===== src/rtl/fx_pkg.sv =====
package fx_pkg;

    // Side of the router an input port sits on.
    typedef enum logic [1:0] {
        SIDE_E = 2'd0,
        SIDE_W = 2'd1,
        SIDE_N = 2'd2,
        SIDE_S = 2'd3
    } side_e;

    localparam int NDIR = 5;
    // One-hot direction bits.
    localparam logic [NDIR-1:0] DIR_L = 5'b00001;
    localparam logic [NDIR-1:0] DIR_E = 5'b00010;
    localparam logic [NDIR-1:0] DIR_W = 5'b00100;
    localparam logic [NDIR-1:0] DIR_N = 5'b01000;
    localparam logic [NDIR-1:0] DIR_S = 5'b10000;

    // Directions a buffer on a given side may hold under the XY turn rules.
    function automatic logic [NDIR-1:0] side_allowed(side_e s);
        case (s)
            SIDE_N:  return DIR_L | DIR_S;
            SIDE_S:  return DIR_L | DIR_N;
            SIDE_E:  return DIR_L | DIR_N | DIR_S | DIR_W;
            default: return DIR_L | DIR_N | DIR_S | DIR_E;
        endcase
    endfunction

    // Side of the peer in probe slot k for a port on side own.
    function automatic side_e peer_side(side_e own, int k);
        case (own)
            SIDE_E:  return (k == 0) ? SIDE_W : (k == 1) ? SIDE_N : SIDE_S;
            SIDE_W:  return (k == 0) ? SIDE_E : (k == 1) ? SIDE_N : SIDE_S;
            SIDE_N:  return (k == 0) ? SIDE_S : (k == 1) ? SIDE_E : SIDE_W;
            default: return (k == 0) ? SIDE_N : (k == 1) ? SIDE_E : SIDE_W;
        endcase
    endfunction

endpackage


===== src/rtl/fx_fifo.sv =====
// Packet FIFO holding whole packets.
// Assumes DEPTH is a power of two; a write while full and a read while
// empty are ignored (the surrounding logic never issues them).
module fx_fifo #(
    parameter int PKT_W = 64,
    parameter int DEPTH = 4
) (
    input  logic             clk,
    input  logic             rst_n,
    input  logic             wr_en,
    input  logic [PKT_W-1:0] wr_data,
    input  logic             rd_en,
    output logic [PKT_W-1:0] rd_data,
    output logic             empty,
    output logic             full
);
    localparam int AW = (DEPTH > 1) ? $clog2(DEPTH) : 1;
    localparam logic [AW:0] CNT_MAX = (AW + 1)'(DEPTH);

    logic [PKT_W-1:0] mem [DEPTH];
    logic [AW-1:0]    wp, rp;
    logic [AW:0]      cnt;
    logic             do_wr, do_rd;

    assign do_wr   = wr_en && !full;
    assign do_rd   = rd_en && !empty;
    assign full    = (cnt == CNT_MAX);
    assign empty   = (cnt == '0);
    assign rd_data = mem[rp];

    // Storage array write.
    always_ff @(posedge clk) begin
        if (do_wr) mem[wp] <= wr_data;
    end

    // Pointer and occupancy update.
    always_ff @(posedge clk) begin
        if (!rst_n) begin
            wp  <= '0;
            rp  <= '0;
            cnt <= '0;
        end else begin
            if (do_wr) wp <= wp + 1'b1;
            if (do_rd) rp <= rp + 1'b1;
            case ({do_wr, do_rd})
                2'b10:   cnt <= cnt + 1'b1;
                2'b01:   cnt <= cnt - 1'b1;
                default: cnt <= cnt;
            endcase
        end
    end

    assert_no_overflow_R3: assert property (@(posedge clk) disable iff (!rst_n)
        wr_en |-> !full);
    assert_no_underflow_R5: assert property (@(posedge clk) disable iff (!rst_n)
        rd_en |-> !empty);
    assert_fill_step_R3: assert property (@(posedge clk) disable iff (!rst_n)
        (do_wr && !do_rd && !full) |=> !empty);
endmodule


===== src/rtl/fx_route_calc.sv =====
// XY dimension-ordered route for one destination, relative to this router.
// Assumes the destination X is in the low COORD_W bits and Y above it.
module fx_route_calc #(
    parameter int COORD_W = 3,
    parameter int MY_X    = 2,
    parameter int MY_Y    = 2
) (
    input  logic [2*COORD_W-1:0]      dest,
    output logic [fx_pkg::NDIR-1:0]   dir
);
    localparam logic [COORD_W-1:0] MX = COORD_W'(MY_X);
    localparam logic [COORD_W-1:0] MY = COORD_W'(MY_Y);

    logic [COORD_W-1:0] dx, dy;
    assign dx = dest[COORD_W-1:0];
    assign dy = dest[2*COORD_W-1:COORD_W];

    // X first, then Y, then local delivery.
    always_comb begin
        if (dx > MX)      dir = fx_pkg::DIR_E;
        else if (dx < MX) dir = fx_pkg::DIR_W;
        else if (dy > MY) dir = fx_pkg::DIR_N;
        else if (dy < MY) dir = fx_pkg::DIR_S;
        else              dir = fx_pkg::DIR_L;
    end
endmodule


===== src/rtl/fx_borrow_ctl.sv =====
// Borrowing controller: while the own FIFO is full and upstream offers a
// packet, picks the first eligible peer in slot order, holds a request to it
// and reports completion when that peer grants.
// Assumes upstream holds up_req and its packet stable until granted.
module fx_borrow_ctl #(
    parameter int PEERS     = 3,
    parameter int PORT_SIDE = 0
) (
    input  logic                    clk,
    input  logic                    rst_n,
    input  logic                    up_req,
    input  logic                    own_full,
    input  logic [fx_pkg::NDIR-1:0] pkt_dir,
    input  logic [PEERS-1:0]        peer_full,
    input  logic [PEERS-1:0]        bor_gnt,
    output logic [PEERS-1:0]        bor_req,
    output logic                    bor_done
);
    localparam fx_pkg::side_e SIDE = fx_pkg::side_e'(PORT_SIDE[1:0]);

    logic [PEERS-1:0] fits, elig, pick, req_q;
    logic             active;

    // Per-slot acceptance from the turn rules of the peer's side.
    for (genvar k = 0; k < PEERS; k++) begin : g_slot
        localparam logic [fx_pkg::NDIR-1:0] ACC =
            fx_pkg::side_allowed(fx_pkg::peer_side(SIDE, k));
        assign fits[k] = |(pkt_dir & ACC);
        assign elig[k] = fits[k] && !peer_full[k];

        assert_turn_rule_R7: assert property (@(posedge clk) disable iff (!rst_n)
            bor_req[k] |-> fits[k]);
    end

    // First eligible slot in probe order.
    always_comb begin
        pick = '0;
        for (int k = 0; k < PEERS; k++) begin
            if (pick == '0 && elig[k]) pick[k] = 1'b1;
        end
    end

    assign active   = up_req && own_full;
    assign bor_req  = active ? req_q : '0;
    assign bor_done = |(bor_req & bor_gnt);

    // Request register: probe, hold, complete or withdraw.
    always_ff @(posedge clk) begin
        if (!rst_n) begin
            req_q <= '0;
        end else if (bor_done) begin
            req_q <= '0;
        end else if (req_q != '0) begin
            if (!active || (|(req_q & peer_full))) req_q <= '0;
        end else if (active) begin
            req_q <= pick;
        end
    end

    assert_req_onehot_R6: assert property (@(posedge clk) disable iff (!rst_n)
        $onehot0(bor_req));
    assert_done_clears_R8: assert property (@(posedge clk) disable iff (!rst_n)
        bor_done |=> (bor_req == '0));
    assert_withdraw_R11: assert property (@(posedge clk) disable iff (!rst_n)
        (|(bor_req & peer_full)) && !bor_done |=> (bor_req == '0));
endmodule


===== src/rtl/fx_lend_arb.sv =====
// Accepts at most one peer packet per cycle, lowest slot first, and only
// when the own write port is free and the FIFO has room.
module fx_lend_arb #(
    parameter int PEERS = 3,
    parameter int SEL_W = 2
) (
    input  logic             clk,
    input  logic             rst_n,
    input  logic [PEERS-1:0] lend_req,
    input  logic             blocked,
    output logic [PEERS-1:0] lend_gnt,
    output logic [SEL_W-1:0] sel,
    output logic             lend_we
);
    // Fixed-priority pick of one offering peer.
    always_comb begin
        lend_gnt = '0;
        sel      = '0;
        if (!blocked) begin
            for (int k = 0; k < PEERS; k++) begin
                if (lend_gnt == '0 && lend_req[k]) begin
                    lend_gnt[k] = 1'b1;
                    sel         = SEL_W'(k);
                end
            end
        end
    end

    assign lend_we = |lend_gnt;

    assert_lend_onehot_R10: assert property (@(posedge clk) disable iff (!rst_n)
        $onehot0(lend_gnt));
    assert_lend_needs_req_R10: assert property (@(posedge clk) disable iff (!rst_n)
        (lend_gnt & ~lend_req) == '0);
endmodule


===== src/rtl/fx_inport.sv =====
// Mesh router input port with space borrowing.
// Stores whole packets, requests the XY output for the head packet, hands an
// upstream packet to a peer FIFO when its own is full, and accepts packets
// that peers hand to it. Own upstream writes take priority over peer writes.
// Assumes upstream keeps up_req and up_pkt stable until up_gnt.
module fx_inport #(
    parameter int PKT_W     = 64,
    parameter int DEPTH     = 4,
    parameter int COORD_W   = 3,
    parameter int MY_X      = 2,
    parameter int MY_Y      = 2,
    parameter int PORT_SIDE = 0
) (
    input  logic               clk,
    input  logic               rst_n,
    input  logic               up_req,
    input  logic [PKT_W-1:0]   up_pkt,
    output logic               up_gnt,
    output logic               up_full,
    output logic [4:0]         out_req,
    input  logic [4:0]         out_gnt,
    output logic [PKT_W-1:0]   head_pkt,
    output logic [2:0]         bor_req,
    input  logic [2:0]         bor_gnt,
    input  logic [2:0]         peer_full,
    output logic [PKT_W-1:0]   bor_pkt,
    input  logic [2:0]         lend_req,
    input  logic [3*PKT_W-1:0] lend_pkt,
    output logic [2:0]         lend_gnt
);
    localparam int PEERS = 3;
    localparam int SEL_W = $clog2(PEERS);

    logic                    full, empty, direct_wr, bor_done, lend_we, wr_en, rd_en;
    logic [SEL_W-1:0]        sel;
    logic [PKT_W-1:0]        wr_data;
    logic [fx_pkg::NDIR-1:0] up_dir, head_dir;

    // Own upstream write whenever there is room.
    assign direct_wr = up_req && !full;
    assign up_gnt    = direct_wr || bor_done;
    assign up_full   = full;
    assign bor_pkt   = up_pkt;

    // Write multiplexer: own upstream first, else the granted peer.
    always_comb begin
        if (direct_wr) wr_data = up_pkt;
        else           wr_data = lend_pkt[sel*PKT_W +: PKT_W];
    end
    assign wr_en = direct_wr || lend_we;

    assign out_req = empty ? '0 : head_dir;
    assign rd_en   = |(out_req & out_gnt);

    fx_fifo #(.PKT_W(PKT_W), .DEPTH(DEPTH)) u_fifo (
        .clk(clk), .rst_n(rst_n), .wr_en(wr_en), .wr_data(wr_data),
        .rd_en(rd_en), .rd_data(head_pkt), .empty(empty), .full(full)
    );

    fx_route_calc #(.COORD_W(COORD_W), .MY_X(MY_X), .MY_Y(MY_Y)) u_route_head (
        .dest(head_pkt[2*COORD_W-1:0]), .dir(head_dir)
    );

    fx_route_calc #(.COORD_W(COORD_W), .MY_X(MY_X), .MY_Y(MY_Y)) u_route_up (
        .dest(up_pkt[2*COORD_W-1:0]), .dir(up_dir)
    );

    fx_borrow_ctl #(.PEERS(PEERS), .PORT_SIDE(PORT_SIDE)) u_borrow (
        .clk(clk), .rst_n(rst_n), .up_req(up_req), .own_full(full),
        .pkt_dir(up_dir), .peer_full(peer_full), .bor_gnt(bor_gnt),
        .bor_req(bor_req), .bor_done(bor_done)
    );

    fx_lend_arb #(.PEERS(PEERS), .SEL_W(SEL_W)) u_lend (
        .clk(clk), .rst_n(rst_n), .lend_req(lend_req), .blocked(full || up_req),
        .lend_gnt(lend_gnt), .sel(sel), .lend_we(lend_we)
    );

    assert_gnt_needs_req_R2: assert property (@(posedge clk) disable iff (!rst_n)
        up_gnt |-> up_req);
    assert_head_request_R4: assert property (@(posedge clk) disable iff (!rst_n)
        !empty |-> $onehot(out_req));
    assert_stall_R9: assert property (@(posedge clk) disable iff (!rst_n)
        (up_req && up_full && ((bor_req & bor_gnt) == '0)) |-> !up_gnt);
    assert_lend_yield_R10: assert property (@(posedge clk) disable iff (!rst_n)
        (|lend_gnt) |-> !(up_gnt && !up_full));
    assert_reset_clear_R1: assert property (@(posedge clk)
        !rst_n |=> (out_req == '0 && !up_full));
endmodule


===== config.mk =====
export PLATFORM = sky130hd
export DESIGN_NAME = fx_inport
export DESIGN_NICKNAME = d
export VERILOG_FILES = /design/src/rtl/fx_pkg.sv /design/src/rtl/fx_fifo.sv /design/src/rtl/fx_route_calc.sv /design/src/rtl/fx_borrow_ctl.sv /design/src/rtl/fx_lend_arb.sv /design/src/rtl/fx_inport.sv
export SDC_FILE = /design/constraint.sdc
export NUM_CORES = 1
export LEC_CHECK = 0
export BUFFER_PORTS_ARGS = -buffer_cell sky130_fd_sc_hd__buf_2
export CORE_AREA = 2 2 161 163
export DETAILED_ROUTE_END_ITERATION = 10
export DIE_AREA = 0 0 163 165
export PLACE_DENSITY = 0.81
export REMOVE_ABC_BUFFERS = 1
export SYNTH_ARGS = -nofsm -noshare
export SYNTH_HDL_FRONTEND = slang
export SYNTH_HIERARCHICAL = 1
export SYNTH_SLANG_ARGS = --single-unit

===== constraint.sdc =====
create_clock -name clk -period 10 [get_ports clk]
set_input_delay 1.5 -clock clk [delete_from_list [all_inputs] [get_ports clk]]
set_output_delay 1.5 -clock clk [all_outputs]
set_load 0.03 [all_outputs]

==> flow_metrics.env <==
export IMPL_clock_fmax_mhz=211
export IMPL_die_area_um2=26900
export IMPL_syn_cell_area_um2=12900
export IMPL_area_growth_syn_to_layout_pct=20.9
export IMPL_die_x_um=163
export IMPL_drt_wl_total_um=30800
export IMPL_row_count=58
export IMPL_clkSinkCount=268
export IMPL_cellPowerDensity_nw_per_um2=250
export IMPL_slew_headroom_pct=28.9
export IMPL_post_route_drc_count=0
export IMPL_synth_cells=867
export IMPL_drt_initial_drc_count=570
export IMPL_grt_overflow=0
export IMPL_whs_ns=0.491
export IMPL_cts_root_buf="clkbuf_16"
export IMPL_crit_required_ns=8.50
export IMPL_fin_nets=1478
export IMPL_cpMostUsedCell="buf_2"
export IMPL_antenna_found_initial=5
export IMPL_crit_fanout=46
export IMPL_fin_tns_setup_ns=0
export IMPL_grt_max_degree=84
export IMPL_vias=8522
export IMPL_cts_resized=0
export IMPL_wl_per_cell_um=19.8
export IMPL_leakage_nw=5.74
export IMPL_slew_violations=0
export IMPL_drt_pass1_iterations=7
export IMPL_finalHoldViolCount=0
export IMPL_htree_levels=1
export IMPL_numCtsBuffers=28
export IMPL_criticalPathCategory="primary input to output port"
export IMPL_cts_tree="built"
export IMPL_grtUsageTotal_pct=22.7
export IMPL_pre_cts_slack_ns=5.19
export IMPL_yosys_warnings=6
export IMPL_cts_hold_buffers=0
export IMPL_ios=414
export IMPL_die_y_um=165
export IMPL_ant_nets=0
export IMPL_vias_per_cell=5.48
export IMPL_hold_class="register to register"
export IMPL_period_share_pct=47.4
export IMPL_setup_viol=0
export IMPL_max_stage_delay_ns=0.62
export IMPL_fin_skew_ns=0.0121
export IMPL_post_cts_buffers=0
export IMPL_peakVddDrop_v=0.000161
export IMPL_portBuffers=413
export IMPL_startpoint_type="primary input"
export IMPL_gp_congestion=0.795
export IMPL_critPathCaptureType="output port"
export IMPL_rsz0062_at_grt="false"
export IMPL_grt_pass1_wl_um=46400
export IMPL_maxCapViolCount=0
export IMPL_clkTransAtPathRegs_ns=0.06
export IMPL_status="finished, final reports clean"
export IMPL_clk_latency_ns=0.53
export IMPL_cpMaxStageDelayCell="buf_4"
export IMPL_fp_coreArea_um2=25000
export IMPL_grt_pass1_vias=8749
export IMPL_fin_crit_ns=4.74
export IMPL_ctsLongestPathBuffers=3
export IMPL_dp_hpwl_um=20200
export IMPL_path_cells="buf_2 > or2_2 > nor3b_2 > buf_4 > buf_2"
export IMPL_start_util_pct=51.5
export IMPL_drive_above_1_share_pct=45.0
export IMPL_synth_avg_cell_area_um2=14.9
export IMPL_setup_ws_ns=5.26
export IMPL_cp_arrival_ns=3.24
export IMPL_worstMarginPinSlew_ns=1.07
routing by layer:
metal	GRT usage [%]	wire length (um)	up-vias
met4	7.40	877	2
met2	41.1	15900	475
met5	0	13	-
met3	4.90	2720	67
li1	-	-	3915
met1	27.0	11300	4063
area by class of cell:
| cell class | count | area [um^2] |
|---|---|---|
| repair buffers | 419 | 2110 |
| clock buffers | 32 | 737 |
| fillers | 1902 | 9460 |
| clock inverters | 20 | 264 |
| inverters | 6 | 22.5 |
| flip-flops and latches | 268 | 7940 |
| multi-input cells | 476 | 4090 |
| diodes | 4 | 10.0 |
| well taps | 330 | 413 |
final timing paths:
| check | end | slack [ns] | cells past startpoint | from |
|---|---|---|---|---|
| min | register | 0.49 | 2 | u_fifo/rp[0] |
| max | lend_gnt[1] | 5.26 | 5 | up_req |
| min reg2reg | register | 0.49 | 2 | u_fifo/rp[0] |
| max reg2reg | u_fifo/cnt[2] | 5.82 | 12 | register |
layout by cell type (no fill, tap or decap), drive strengths merged, types with 10 or more instances in the layout:
cell type / n
a31oi: 64
buf: 419
clkbuf: 32
clkinv: 10
dfxtp: 12
edfxtp: 256
mux2i: 66
mux4: 64
nand2: 73
nor2: 70
or2: 65
stage by stage:
stage,cell area [um^2],util [%],power (mW),instances
floorplan,12000,-,2.42,750
global placement,14600,58.2,2.80,1499
detailed placement,14600,58.2,2.83,1499
CTS,15600,62.2,3.95,1551
global route,15600,62.2,4.07,1554
finish,15600,62.2,3.90,1555
state kept, by name, summed over array words and instances (netlist names), named ones only:
signal          count
u_borrow/req_q      3
u_fifo/mem        256
u_fifo/wp           2
u_fifo/cnt          3
u_fifo/rp           2
report_power, final:
part / leakage (nW) / internal (mW) / switching, mW
clock network: 0.487 / 0.685 / 0.422
registers: 2.45 / 1.53 / 0.0762
logic: 2.81 / 0.410 / 0.771
critical path: cells and delay by family:
kind	cells	cell delay [ns]
and+or+nand+nor	2	0.60
buffers and inverters	3	1.10
Note: power is estimated with default switching activity, not from simulation.
